File: config.mk
export PLATFORM = sky130hd
export DESIGN_NAME = spi_fifo_master
export DESIGN_NICKNAME = d
export VERILOG_FILES = /design/src/rtl/spim_pkg.sv /design/src/rtl/spim_fifo.sv /design/src/rtl/spim_shifter.sv /design/src/rtl/spi_fifo_master.sv
export SDC_FILE = /design/constraint.sdc
export NUM_CORES = 1
export LEC_CHECK = 0
export BUFFER_PORTS_ARGS = -buffer_cell sky130_fd_sc_hd__buf_2
export CELL_PAD_IN_SITES_DETAIL_PLACEMENT = 1
export CELL_PAD_IN_SITES_GLOBAL_PLACEMENT = 1
export CORE_MARGIN = 8
export CORE_UTILIZATION = 54
export DETAILED_ROUTE_END_ITERATION = 12
export HOLD_SLACK_MARGIN = 0.02
export PLACE_DENSITY_LB_ADDON = 0.1
export RECOVER_POWER = 25
export SYNTH_ARGS = -nofsm -noshare
export SYNTH_HDL_FRONTEND = slang
export SYNTH_SLANG_ARGS = --single-unit
File: constraint.sdc
create_clock -name clk -period 9.6 [get_ports clk]
set_input_delay 1.92 -clock clk [delete_from_list [all_inputs] [get_ports clk]]
set_output_delay 1.92 -clock clk [all_outputs]
set_load 0.01 [all_outputs]
File: src/rtl/spim_pkg.sv
package spim_pkg;
  // Register word indices
  localparam int IDX_CTRL = 0;
  localparam int IDX_DATA = 1;
  localparam int IDX_DIV  = 2;
  localparam int IDX_LEN  = 3;
  localparam int IDX_HOLD = 4;

  // Control/status bit positions
  localparam int B_CPHA   = 2;
  localparam int B_CPOL   = 3;
  localparam int B_CLRTX  = 4;
  localparam int B_CLRRX  = 5;
  localparam int B_POLALL = 6;
  localparam int B_ACT    = 7;
  localparam int B_IEDONE = 9;
  localparam int B_IERX   = 10;
  localparam int B_DONE   = 16;
  localparam int B_RXANY  = 17;
  localparam int B_TXROOM = 18;
  localparam int B_RXHIGH = 19;
  localparam int B_RXFULL = 20;
  localparam int B_POL0   = 21;

  typedef struct packed {
    logic [2:0] pol;
    logic       ie_rx;
    logic       ie_done;
    logic       act;
    logic       pol_all;
    logic       cpol;
    logic       cpha;
    logic [1:0] sel;
  } ctrl_t;
endpackage

File: src/rtl/spim_fifo.sv
module spim_fifo #(
  parameter int WIDTH = 8,
  parameter int DEPTH = 16
) (
  input  logic                     clk,
  input  logic                     rst,
  input  logic                     clear,
  input  logic                     wr_en,
  input  logic [WIDTH-1:0]         wr_data,
  input  logic                     rd_en,
  output logic [WIDTH-1:0]         rd_data,
  output logic                     empty,
  output logic                     full,
  output logic [$clog2(DEPTH):0]   count
);
  localparam int AW    = $clog2(DEPTH);
  localparam int CNT_W = AW + 1;

  logic [WIDTH-1:0] mem [DEPTH];
  logic [AW-1:0]    wp, rp;
  logic [CNT_W-1:0] cnt;

  wire do_wr = wr_en && !full;
  wire do_rd = rd_en && !empty;

  assign empty   = (cnt == '0);
  assign full    = (cnt == CNT_W'(DEPTH));
  assign count   = cnt;
  assign rd_data = mem[rp];

  always_ff @(posedge clk) begin
    if (do_wr) mem[wp] <= wr_data;
  end

  always_ff @(posedge clk) begin
    if (rst || clear) begin
      wp  <= '0;
      rp  <= '0;
      cnt <= '0;
    end else begin
      if (do_wr) wp <= (wp == AW'(DEPTH-1)) ? '0 : wp + 1'b1;
      if (do_rd) rp <= (rp == AW'(DEPTH-1)) ? '0 : rp + 1'b1;
      cnt <= cnt + CNT_W'(do_wr) - CNT_W'(do_rd);
    end
  end

  // a write into a full queue leaves it full and unchanged in size
  a_r7_no_overflow: assert property (@(posedge clk) disable iff (rst)
    (wr_en && full && !rd_en && !clear) |=> full);
  // occupancy never exceeds the depth
  a_r8_count_bound: assert property (@(posedge clk) disable iff (rst)
    cnt <= CNT_W'(DEPTH));
endmodule

File: src/rtl/spim_shifter.sv
module spim_shifter #(
  parameter int BITS  = 8,
  parameter int DIV_W = 16
) (
  input  logic             clk,
  input  logic             rst,
  input  logic             en,
  input  logic             cpol,
  input  logic             cpha,
  input  logic [DIV_W-1:0] half,
  input  logic             tx_avail,
  input  logic [BITS-1:0]  tx_byte,
  output logic             tx_pop,
  input  logic             miso,
  output logic             sclk,
  output logic             mosi,
  output logic             busy,
  output logic             rx_valid,
  output logic [BITS-1:0]  rx_byte
);
  localparam int EDGES = 2 * BITS;
  localparam int EW    = $clog2(EDGES);

  logic [DIV_W-1:0] tick_cnt;
  logic [EW-1:0]    edge_cnt;
  logic [BITS-1:0]  sh_tx, sh_rx;
  logic             busy_q, sclk_q, mosi_q;

  wire tick      = busy_q && (tick_cnt == half - 1'b1);
  wire samp_edge = (edge_cnt[0] == cpha);
  wire last_edge = (edge_cnt == EW'(EDGES-1));

  assign tx_pop = en && !busy_q && tx_avail;
  assign sclk   = sclk_q;
  assign mosi   = mosi_q;
  assign busy   = busy_q;

  always_ff @(posedge clk) begin
    if (rst) begin
      busy_q   <= 1'b0;
      sclk_q   <= 1'b0;
      mosi_q   <= 1'b0;
      tick_cnt <= '0;
      edge_cnt <= '0;
      sh_tx    <= '0;
      sh_rx    <= '0;
      rx_valid <= 1'b0;
      rx_byte  <= '0;
    end else if (!en) begin
      busy_q   <= 1'b0;
      sclk_q   <= cpol;
      tick_cnt <= '0;
      edge_cnt <= '0;
      rx_valid <= 1'b0;
    end else begin
      rx_valid <= 1'b0;
      if (tx_pop) begin
        busy_q   <= 1'b1;
        sclk_q   <= cpol;
        tick_cnt <= '0;
        edge_cnt <= '0;
        sh_tx    <= tx_byte;
        if (!cpha) mosi_q <= tx_byte[BITS-1];
      end else if (busy_q) begin
        if (tick) begin
          tick_cnt <= '0;
          sclk_q   <= ~sclk_q;
          edge_cnt <= edge_cnt + 1'b1;
          if (samp_edge) begin
            sh_rx <= {sh_rx[BITS-2:0], miso};
          end else if (cpha) begin
            mosi_q <= sh_tx[BITS-1];
            sh_tx  <= sh_tx << 1;
          end else begin
            mosi_q <= sh_tx[BITS-2];
            sh_tx  <= sh_tx << 1;
          end
          if (last_edge) begin
            busy_q   <= 1'b0;
            rx_valid <= 1'b1;
            rx_byte  <= cpha ? {sh_rx[BITS-2:0], miso} : sh_rx;
          end
        end else begin
          tick_cnt <= tick_cnt + 1'b1;
        end
      end else begin
        sclk_q <= cpol;
      end
    end
  end

  // a captured byte is only delivered as a byte finishes
  a_r5_push_after_byte: assert property (@(posedge clk) disable iff (rst)
    rx_valid |-> (!busy_q && $past(busy_q)));
  // sclk rests at the polarity level while idle
  a_r4_idle_level: assert property (@(posedge clk) disable iff (rst)
    ($past(!busy_q) && $stable(cpol) && !busy_q) |-> (sclk_q == cpol));
endmodule

File: src/rtl/spi_fifo_master.sv
module spi_fifo_master
  import spim_pkg::*;
#(
  parameter int FIFO_DEPTH = 16,
  parameter int RXR_LEVEL  = 12,
  parameter int DIV_W      = 16,
  parameter int NUM_CS     = 3,
  parameter int ADDR_W     = 3,
  parameter int LEN_W      = 16,
  parameter int HOLD_W     = 8
) (
  input  logic              clk,
  input  logic              rst,
  input  logic              bus_wr,
  input  logic              bus_rd,
  input  logic [ADDR_W-1:0] bus_addr,
  input  logic [31:0]       bus_wdata,
  output logic [31:0]       bus_rdata,
  output logic              sclk,
  output logic              mosi,
  input  logic              miso,
  output logic [NUM_CS-1:0] cs_o,
  output logic              irq
);
  localparam int CNT_W = $clog2(FIFO_DEPTH) + 1;

  ctrl_t            ctrl;
  logic [DIV_W-1:0] div_q, half;
  logic [LEN_W-1:0] len_q;
  logic [HOLD_W-1:0] hold_q;

  wire sel_ctrl = (bus_addr == ADDR_W'(IDX_CTRL));
  wire sel_data = (bus_addr == ADDR_W'(IDX_DATA));
  wire clr_tx   = bus_wr && sel_ctrl && bus_wdata[B_CLRTX];
  wire clr_rx   = bus_wr && sel_ctrl && bus_wdata[B_CLRRX];

  logic unused_bits;
  assign unused_bits = ^{bus_wdata[31:24], bus_wdata[20:11], bus_wdata[8]};

  // Register writes
  always_ff @(posedge clk) begin
    if (rst) begin
      ctrl   <= '0;
      div_q  <= '0;
      len_q  <= '0;
      hold_q <= '0;
    end else if (bus_wr) begin
      if (sel_ctrl) begin
        ctrl.sel     <= bus_wdata[1:0];
        ctrl.cpha    <= bus_wdata[B_CPHA];
        ctrl.cpol    <= bus_wdata[B_CPOL];
        ctrl.pol_all <= bus_wdata[B_POLALL];
        ctrl.act     <= bus_wdata[B_ACT];
        ctrl.ie_done <= bus_wdata[B_IEDONE];
        ctrl.ie_rx   <= bus_wdata[B_IERX];
        ctrl.pol     <= bus_wdata[B_POL0+2:B_POL0];
      end
      if (bus_addr == ADDR_W'(IDX_DIV))  div_q  <= bus_wdata[DIV_W-1:0];
      if (bus_addr == ADDR_W'(IDX_LEN))  len_q  <= bus_wdata[LEN_W-1:0];
      if (bus_addr == ADDR_W'(IDX_HOLD)) hold_q <= bus_wdata[HOLD_W-1:0];
    end
  end

  // Half-period of sclk in system clocks; zero selects the largest division
  always_comb begin
    if (div_q == '0)      half = DIV_W'(1) << (DIV_W-1);
    else if (div_q < 2)   half = DIV_W'(1);
    else                  half = div_q >> 1;
  end

  // Queues and shift engine
  logic             tx_empty, tx_full, tx_pop;
  logic [7:0]       tx_head, rx_head, rx_byte;
  logic             rx_empty, rx_full, rx_valid, busy;
  logic [CNT_W-1:0] rx_cnt, unused_tx_cnt;

  spim_fifo #(.WIDTH(8), .DEPTH(FIFO_DEPTH)) u_txq (
    .clk(clk), .rst(rst), .clear(clr_tx),
    .wr_en(bus_wr && sel_data), .wr_data(bus_wdata[7:0]),
    .rd_en(tx_pop), .rd_data(tx_head),
    .empty(tx_empty), .full(tx_full), .count(unused_tx_cnt)
  );

  spim_fifo #(.WIDTH(8), .DEPTH(FIFO_DEPTH)) u_rxq (
    .clk(clk), .rst(rst), .clear(clr_rx),
    .wr_en(rx_valid), .wr_data(rx_byte),
    .rd_en(bus_rd && sel_data), .rd_data(rx_head),
    .empty(rx_empty), .full(rx_full), .count(rx_cnt)
  );

  spim_shifter #(.BITS(8), .DIV_W(DIV_W)) u_shift (
    .clk(clk), .rst(rst), .en(ctrl.act),
    .cpol(ctrl.cpol), .cpha(ctrl.cpha), .half(half),
    .tx_avail(!tx_empty), .tx_byte(tx_head), .tx_pop(tx_pop),
    .miso(miso), .sclk(sclk), .mosi(mosi), .busy(busy),
    .rx_valid(rx_valid), .rx_byte(rx_byte)
  );

  wire done  = ctrl.act && tx_empty && !busy;
  wire rx_hi = (rx_cnt >= CNT_W'(RXR_LEVEL));

  // Status word
  logic [31:0] stat;
  always_comb begin
    stat                    = '0;
    stat[1:0]               = ctrl.sel;
    stat[B_CPHA]            = ctrl.cpha;
    stat[B_CPOL]            = ctrl.cpol;
    stat[B_POLALL]          = ctrl.pol_all;
    stat[B_ACT]             = ctrl.act;
    stat[B_IEDONE]          = ctrl.ie_done;
    stat[B_IERX]            = ctrl.ie_rx;
    stat[B_DONE]            = done;
    stat[B_RXANY]           = !rx_empty;
    stat[B_TXROOM]          = !tx_full;
    stat[B_RXHIGH]          = rx_hi;
    stat[B_RXFULL]          = rx_full;
    stat[B_POL0+2:B_POL0]   = ctrl.pol;
  end

  // Registered read port
  always_ff @(posedge clk) begin
    if (rst) begin
      bus_rdata <= '0;
    end else if (bus_rd) begin
      if (sel_ctrl)                           bus_rdata <= stat;
      else if (sel_data)                      bus_rdata <= rx_empty ? 32'd0 : {24'd0, rx_head};
      else if (bus_addr == ADDR_W'(IDX_DIV))  bus_rdata <= 32'(div_q);
      else if (bus_addr == ADDR_W'(IDX_LEN))  bus_rdata <= 32'(len_q);
      else if (bus_addr == ADDR_W'(IDX_HOLD)) bus_rdata <= 32'(hold_q);
      else                                    bus_rdata <= '0;
    end
  end

  // Chip-select lines
  logic [NUM_CS-1:0] cs_hit, cs_lvl, cs_act;
  for (genvar i = 0; i < NUM_CS; i++) begin : g_cs
    assign cs_hit[i] = ctrl.act && (ctrl.sel == 2'(i));
    assign cs_lvl[i] = cs_hit[i] ~^ ctrl.pol[i];
  end

  always_ff @(posedge clk) begin
    if (rst) begin
      cs_o   <= '1;
      cs_act <= '0;
      irq    <= 1'b0;
    end else begin
      cs_o   <= cs_lvl;
      cs_act <= cs_hit;
      irq    <= ctrl.act && ((ctrl.ie_done && done) || (ctrl.ie_rx && rx_hi));
    end
  end

  // no interrupt follows a cycle without an active transfer
  a_r9_irq_needs_act: assert property (@(posedge clk) disable iff (rst)
    !ctrl.act |=> !irq);
  // at most one chip-select line is active
  a_r3_one_cs: assert property (@(posedge clk) disable iff (rst)
    $onehot0(cs_act));
endmodule

==> results.md, run 1 <==
* Synth top cells by count: edfxtp_1 (256), dfxtp_1 (161), nand2_1 (154)
* Total Neg Setup Slack at 0 ps
* Cells along the critical path: buf_2 > nand2_1 > nor3_1 > buf_4 > and2_1 > ha_1 > inv_1 > ha_1 > inv_1 > fa_1 > inv_1 > a21oi_1 > nor2_1 > nor2_1 > xor2_1 > nor2_1
* Status: finished, final reports clean
* Simple-Gate Fraction of Synth Area at 12.1%
* Post-CTS Hold Fix Bufs at 0
* WHS Endpoint: len_q[12]
* Share of power burned in the clock network at 43.6%
* Final hold violation count at 0
* Core box area at 0.0325 mm^2
* Synth unique cells at 74
* Filler cells at 3227
* DRC at 0
* Setup Viol. Count Final at 0
* Hold crit path type: flop to flop
* RSZ-0062 raised after global routing: false
* Internal at 2.96 mW
* Clk pin slew, worst setup/hold paths at 60 ps
* Top FF cell, synth: edfxtp_1
* Yosys top cell area share at 43.0%
* Worst-margin pin slew at 1270 ps
* Synth Area in XOR/XNOR at 2.21%
* Detailed Route Iter0 Violations at 630
* Final wirelength at 45.4 mm
* Seq/Total Area, Yosys at 61.1%
* CP max stage delay at 440 ps
* Top post-synthesis cells by area: edfxtp_1 (43%), dfxtp_1 (18%), mux4_2 (9.2%)
* Global-route wire length before repair at 70.2 mm
* Critical path type: input port to flop
* Post-synth EDFFs at 256
* Post-CTS sizing at 0
* Fmax at 231 MHz
* Critical path launch point type: input port
* Fin. max-slew vios at 0
* Peak VDD IR at 0.161 mV
* Port buffer count at 56
* Syn Area/Cell at 12.7 um^2
* Worst reg-to-reg path cell count at 15
* Die Ht at 198 um
* Clock buffer depth at 3
* Post-Route Utilization at 61.0%
* Post-detail-place hpwl at 30.5 mm
* Drt pass-1 iters at 5
* Die Width at 198 um
* Post-route ant nets at 0
* WP data arrival at 4730 ps
* CTS tree: yes
* Total of max-cap violations at 0
* Std cell rows at 66
* CTS Buf Count at 43
* Reg area at 0.0109 mm^2
* Tcrit/Tclk final at 45.0%
* Worst flop-to-flop path startpoint: u_txq.count[2]
* Layout cells sized above 1 at 16.4%
* Clock root buffer: clkbuf_16
* YS warnings at 0
* Most instantiated library cell after synthesis: edfxtp_1
* Crit path required time at 10010 ps
* Adder-Cell Fraction of Synth Area at 2.12%
* Pleak at 6.60 nW
* WL/cell at 23.7 um
* Worst setup EP type: flop
* Via/cell ratio at 5.91
* Net Sw Power at 0.849 mW
* CP Max Fanout at 25
* Post-CTS Setup Bufs at 0
* FFs w/ async S/R, synth at 0%
* Routability cong. at 0.795
* Switching fraction of total power at 22.3%
* Combinational cell fraction of total power at 5.9%
* Reg power frac at 50.5%
* Main combinational cell family by area after synthesis: simple AND/OR/NAND/NOR gates
* Dpl cells at 1841
* Hold Path Origin: len_q[12]
* Minimum clock period at 4320 ps
* Clock Skews at 19.0 ps
* Synth-to-layout area growth at 11.2%
* ANT cells at 0
* Area leader, netlist: edfxtp_1
* Tot GR Track Use at 23.4%
* Clock sink count at 417
* Total grt overflow at 0
* Nets at 1513
* H-Tree Level Count at 2
* Die ar. at 0.0392 mm^2
* Synth Instances at 1412
* Multi-input gate area at 0.00638 mm^2
* Worst skew pair latency at 560 ps
* Cell count of the worst hold path at 2
* IO Pins at 78
* Synth Cell Area at 0.0179 mm^2
* Final non-filler cell total at 1921
* Initial antenna violation count at 2
* FF+latch count, synth at 417
* Via count at 11400
* P per Cell Area at 192 mW/mm^2
* Worst R2R Setup Slack at 5450 ps
* Vias in the first global route at 12100
* Crit path max-delay cell type: buf_2
* Synth Area in Compound Gates at 7.66%
* Slew headroom at 15.1%
* Reg2reg end: u_txq.count[4]
* Largest net degree at the start of global routing at 72
* Post-synthesis mux area share at 11.3%
* Initial Util at 54.9%
-- power groups by stage --
stage	Clock, mW	Sequential, mW	Combinational, mW
after CTS	1.69	1.93	0.228
after global routing	1.75	1.93	0.246
after floorplan	0	1.96	0.156
after detailed placement	0	1.96	0.227
after global placement	0	1.96	0.216
final	1.66	1.93	0.224
-- flip-flops by register name (all words and copies together), names as in the netlist, 4 cells and up, named ones only --
| signal | cells |
|---|---|
| u_rxq.mem | 128 |
| u_txq.mem | 128 |
| bus_rdata | 24 |
| div_q | 16 |
| len_q | 16 |
| u_shift.tick_cnt | 16 |
| ctrl | 11 |
| hold_q | 8 |
| u_shift.rx_byte | 8 |
| u_shift.sh_rx | 8 |
| u_shift.sh_tx | 8 |
| u_rxq.count | 5 |
| u_txq.count | 5 |
| u_rxq.rp | 4 |
| u_rxq.wp | 4 |
| u_shift.edge_cnt | 4 |
| u_txq.rp | 4 |
| u_txq.wp | 4 |
-- metrics by stage --
step | worst slack, ps | instance area, um^2 | total power [mW] | hold slack (ps)
after global routing | 5040 | 19900 | 3.92 | 476
after floorplan | 5050 | 17900 | 2.11 | 433
final | 5280 | 19900 | 3.81 | 457
after CTS | 5280 | 19900 | 3.84 | 459
after detailed placement | 4710 | 18500 | 2.19 | 450
after global placement | 4860 | 18500 | 2.18 | 438
-- worst max-delay path by stage --
stage                           start            endpoint  slack (ps)  cells past startpoint
after floorplan           bus_addr[0]      u_rxq.count[4]        5050                     16
after global placement    bus_addr[0]      u_rxq.count[4]        4860                     16
after detailed placement  bus_addr[0]      u_rxq.count[4]        4710                     16
after CTS                 bus_addr[0]      u_rxq.count[4]        5280                     16
after global routing         div_q[0]  u_shift.rx_byte[5]        5040                     13
final                     bus_addr[0]      u_rxq.count[4]        5280                     16
-- worst max-delay path, delay by kind of cell --
kind,cells,cell delay (ps)
adders and majority gates,3,860
and+or+nand+nor,6,900
xor gates and xnor gates,1,120
AOI/OAI and AO/OA,1,60
buffers and inverters,5,840
-- routing by layer --
metal	GRT usage [%]	vias up	share of wire [%]
met1	29.5	5752	41
met2	40.6	295	51
met5	0	-	0.059
li1	-	5220	-
met3	4.04	89	5.4
met4	7.77	4	3.0
-- layout by cell type (no fill, tap or decap), drive strengths merged, types with 28 or more instances in the layout --
cell type	count
clkbuf	61
mux2i	28
mux4	73
dfxtp	161
nand3	30
edfxtp	256
buf	72
inv	47
nor2	111
a21oi	132
nand2	154
o21ai	37
-- kinds of logic (layout without fill, tap and decap cells) --
logic type / Yosys count / count (layout)
AND/OR/NAND/NOR: 439 / 439
flip-flops: 417 / 417
AO/OA/AOI/OAI: 228 / 228
buffers and inverters: 143 / 203
multiplexers: 110 / 110
XOR/XNOR: 45 / 45
adder cells (fa/ha/maj): 29 / 29
other: 1 / 8
-- area by class of cell --
type	instances	area share (%)
Inverter	46	0.869
Tap cell	442	2.78
Clock buffer	56	5.92
Multi-Input combinational cell	859	32.1
Sequential cell	417	54.9
Clock inverter	24	1.15
Timing Repair Buffer	77	2.19
No activity file was read; power rests on OpenSTA's default activity.
==> run 2, diff against run 1 <==
--- a/config.mk
+++ b/config.mk
@@ -9,7 +9,7 @@
 export CELL_PAD_IN_SITES_DETAIL_PLACEMENT = 1
 export CELL_PAD_IN_SITES_GLOBAL_PLACEMENT = 1
 export CORE_MARGIN = 8
-export CORE_UTILIZATION = 54
+export CORE_UTILIZATION = 46
 export DETAILED_ROUTE_END_ITERATION = 12
 export HOLD_SLACK_MARGIN = 0.02
 export PLACE_DENSITY_LB_ADDON = 0.1
==> constraint.sdc (replaced) <==
create_clock -name clk -period 3.7 [get_ports clk]
set_input_delay 0.74 -clock clk [delete_from_list [all_inputs] [get_ports clk]]
set_output_delay 0.74 -clock clk [all_outputs]
set_load 0.01 [all_outputs]
==> run 2 against run 1 <==
Sequential power grew to 2.6 times the previous value. Largest cell class unchanged. Clock-buffer cell count is 1 lower. Final cell count is 6.9% higher.
==> results.md, run 2 (synthesis results as in run 1) <==
* Min setup slack post-route at 276 ps (-5000 ps)
* Clock Skews at 17.9 ps (-1.10 ps)
* Clock root buffer: clkbuf_16
* Final non-filler cell total at 2054 (+6.9%)
* Worst setup EP type: flop
* Tot GR Track Use at 20.8% (-2.6 points)
* Post-detail-place hpwl at 31.1 mm (+1.8%)
* Switching fraction of total power at 21.6% (-0.62 points)
* Clock buffer depth at 3 (unchanged)
* Status: finished, final reports clean
* Nets at 1569 (+3.7%)
* Post-route cell area at 0.0207 mm^2 (+4.0%)
* Clk pin slew, worst setup/hold paths at 60 ps (about the same)
* Synth-to-layout area growth at 15.7%
* Setup Viol. Count Final at 0 (unchanged)
* Critical path type: flop to flop
* WP data arrival at 3910 ps (-820 ps)
* IO Pins at 78 (unchanged)
* Share of power burned in the clock network at 46.3% (+2.7 points)
* Reg power frac at 47.9% (-2.6 points)
* Initial Util at 46.4% (-8.5 points)
* CTS Buf Count at 45 (+4.7%)
* Final wirelength at 46.4 mm (+2.1%)
* Via count at 11500 (+0.86%)
* Commonest non-fill, non-tap cell in the layout: edfxtp_1
* CP Max Fanout at 19 (-24%)
* Std cell rows at 72 (+9.1%)
* Minimum clock period at 3420 ps
* Filler cells at 3920 (+21%)
* Clock sink count at 417 (unchanged)
* Total of max-cap violations at 0 (unchanged)
* Vias in the first global route at 12000 (-0.63%)
* Slew headroom at 16.1% (+1.0 points)
* Largest net degree at the start of global routing at 82 (+14%)
* Via/cell ratio at 5.58 (-5.7%)
* Core box area at 0.0385 mm^2 (+18%)
* Net Sw Power at 2.25 mW (+170%)
* CTS tree: yes
* Final hold violation count at 0 (unchanged)
* Dpl cells at 1970 (+7.0%)
* Detailed Route Iter0 Violations at 724 (+15%)
* Tcrit/Tclk final at 92.5%
* Critical path launch point type: flop
* Initial antenna violation count at 1 (-1)
* Die ar. at 0.0454 mm^2 (+16%)
* Port buffer count at 56 (unchanged)
* DP Worst Slack at 72.1 ps (-4640 ps)
* P per Cell Area at 504 mW/mm^2 (+160%)
* RSZ-0062 raised after global routing: false
* Largest registers: u_rxq.mem (128), u_txq.mem (128), bus_rdata (24)
* DRC at 0 (unchanged)
* Post-route ant nets at 0 (unchanged)
* Global-route wire length before repair at 71.4 mm (+1.7%)
* Multi-input gate area at 0.00643 mm^2 (+0.78%)
* Hold crit path type: input port to flop
* Die Width at 213 um (+7.7%)
* Most frequent cells in the layout: edfxtp_1 (256), dfxtp_1 (159), nand2_1 (153)
* Peak VDD IR at 0.345 mV (+110%)
* Combinational cell fraction of total power at 5.9% (about the same)
* Routability cong. at 0.804 (+1.0%)
* Worst skew pair latency at 570 ps (about the same)
* WL/cell at 22.6 um (-4.5%)
* H-Tree Level Count at 2 (unchanged)
* Worst-margin pin slew at 1260 ps (-8.49 ps)
* Fmax at 292 MHz
* Drt pass-1 iters at 5 (unchanged)
* Pleak at 7.02 nW (+6.4%)
* ANT cells at 0 (unchanged)
* Internal at 8.16 mW (+180%)
* Fin. max-slew vios at 0 (unchanged)
* Die Ht at 213 um (+7.7%)
* Crit path required time at 4190 ps (-5820 ps)
* Total grt overflow at 0 (unchanged)
* Reg area at 0.0109 mm^2 (unchanged)
* Post-CTS Hold Fix Bufs at 0 (unchanged)
* Total Neg Setup Slack at 0 ps (unchanged)
* Layout cells sized above 1 at 19.7% (+3.3 points)
* DP Area at 0.0190 mm^2 (+3.0%)
==> run 2: cell count changes in the layout (fill, tap and decap cells not counted), sizes merged <==
cell      delta
clkbuf       +3
clkinvlp     -1
buf         +50
bufinv       +5
==> run 2: power groups by stage <==
stage,Sequential (mW),Combinational (mW),Clock (mW)
floorplan,5.08,0.404,0
global placement,5.08,0.601,0
detailed placement,5.08,0.615,0
CTS,4.98,0.619,4.93
global route,4.99,0.675,5.08
finish,4.99,0.610,4.81
==> run 2: path summary, 6_finish.rpt <==
path | to | startpoint | depth (start not counted) | slack (ps)
min | ctrl[9] | bus_wdata[22] | 3 | 420
max | u_shift.rx_byte[6] | div_q[0] | 15 | 280
max reg2reg | u_shift.rx_byte[6] | div_q[0] | 15 | 280
min reg2reg | len_q[0] | len_q[0] | 2 | 460
==> run 2: layout make-up <==
| type | count | share of cell area, % |
|---|---|---|
| sequential | 417 | 52.8 |
| multi-input combinational | 859 | 31.1 |
| clock buffer | 55 | 5.93 |
| timing repair buffer | 131 | 4.38 |
| tap | 518 | 3.14 |
| clock inverter | 28 | 1.75 |
| inverter | 46 | 0.836 |
==> run 2: worst max-delay path: stages (launching register included) <==
cell	delay (ps)
dfxtp_1	330
nor3b_2	160
buf_4	140
nand4_1	140
nor2_1	60
nor2_1	100
ha_2	220
nor4b_4	380
nand2_2	150
o311ai_4	310
o22ai_2	150
nor4_4	380
nand4_4	130
buf_12	180
or3_1	370
a21oi_1	150
==> run 2: per-stage QoR <==
step                hold slack, ps  power [mW]  utilization (%)
finish                         420        10.4             53.7
global placement               438        5.68             49.4
floorplan                      433        5.48                -
CTS                            396        10.5             53.6
global route                   422        10.7             53.7
detailed placement             449        5.70             49.4
==> run 2: per-layer routing <==
layer | track usage (%) | part of all wire, % | vias up
met5 | 0 | 0.028 | -
met4 | 6.59 | 2.5 | 2
met3 | 3.01 | 3.5 | 77
met2 | 35.1 | 49 | 219
met1 | 27.5 | 44 | 5830
li1 | - | - | 5330
==> run 2: timing repair <==
action / 4_1_cts / 5_1_grt
resized for setup: 0 / 10
setup endpoints to repair: 0 / 42
setup buffers: 0 / 1
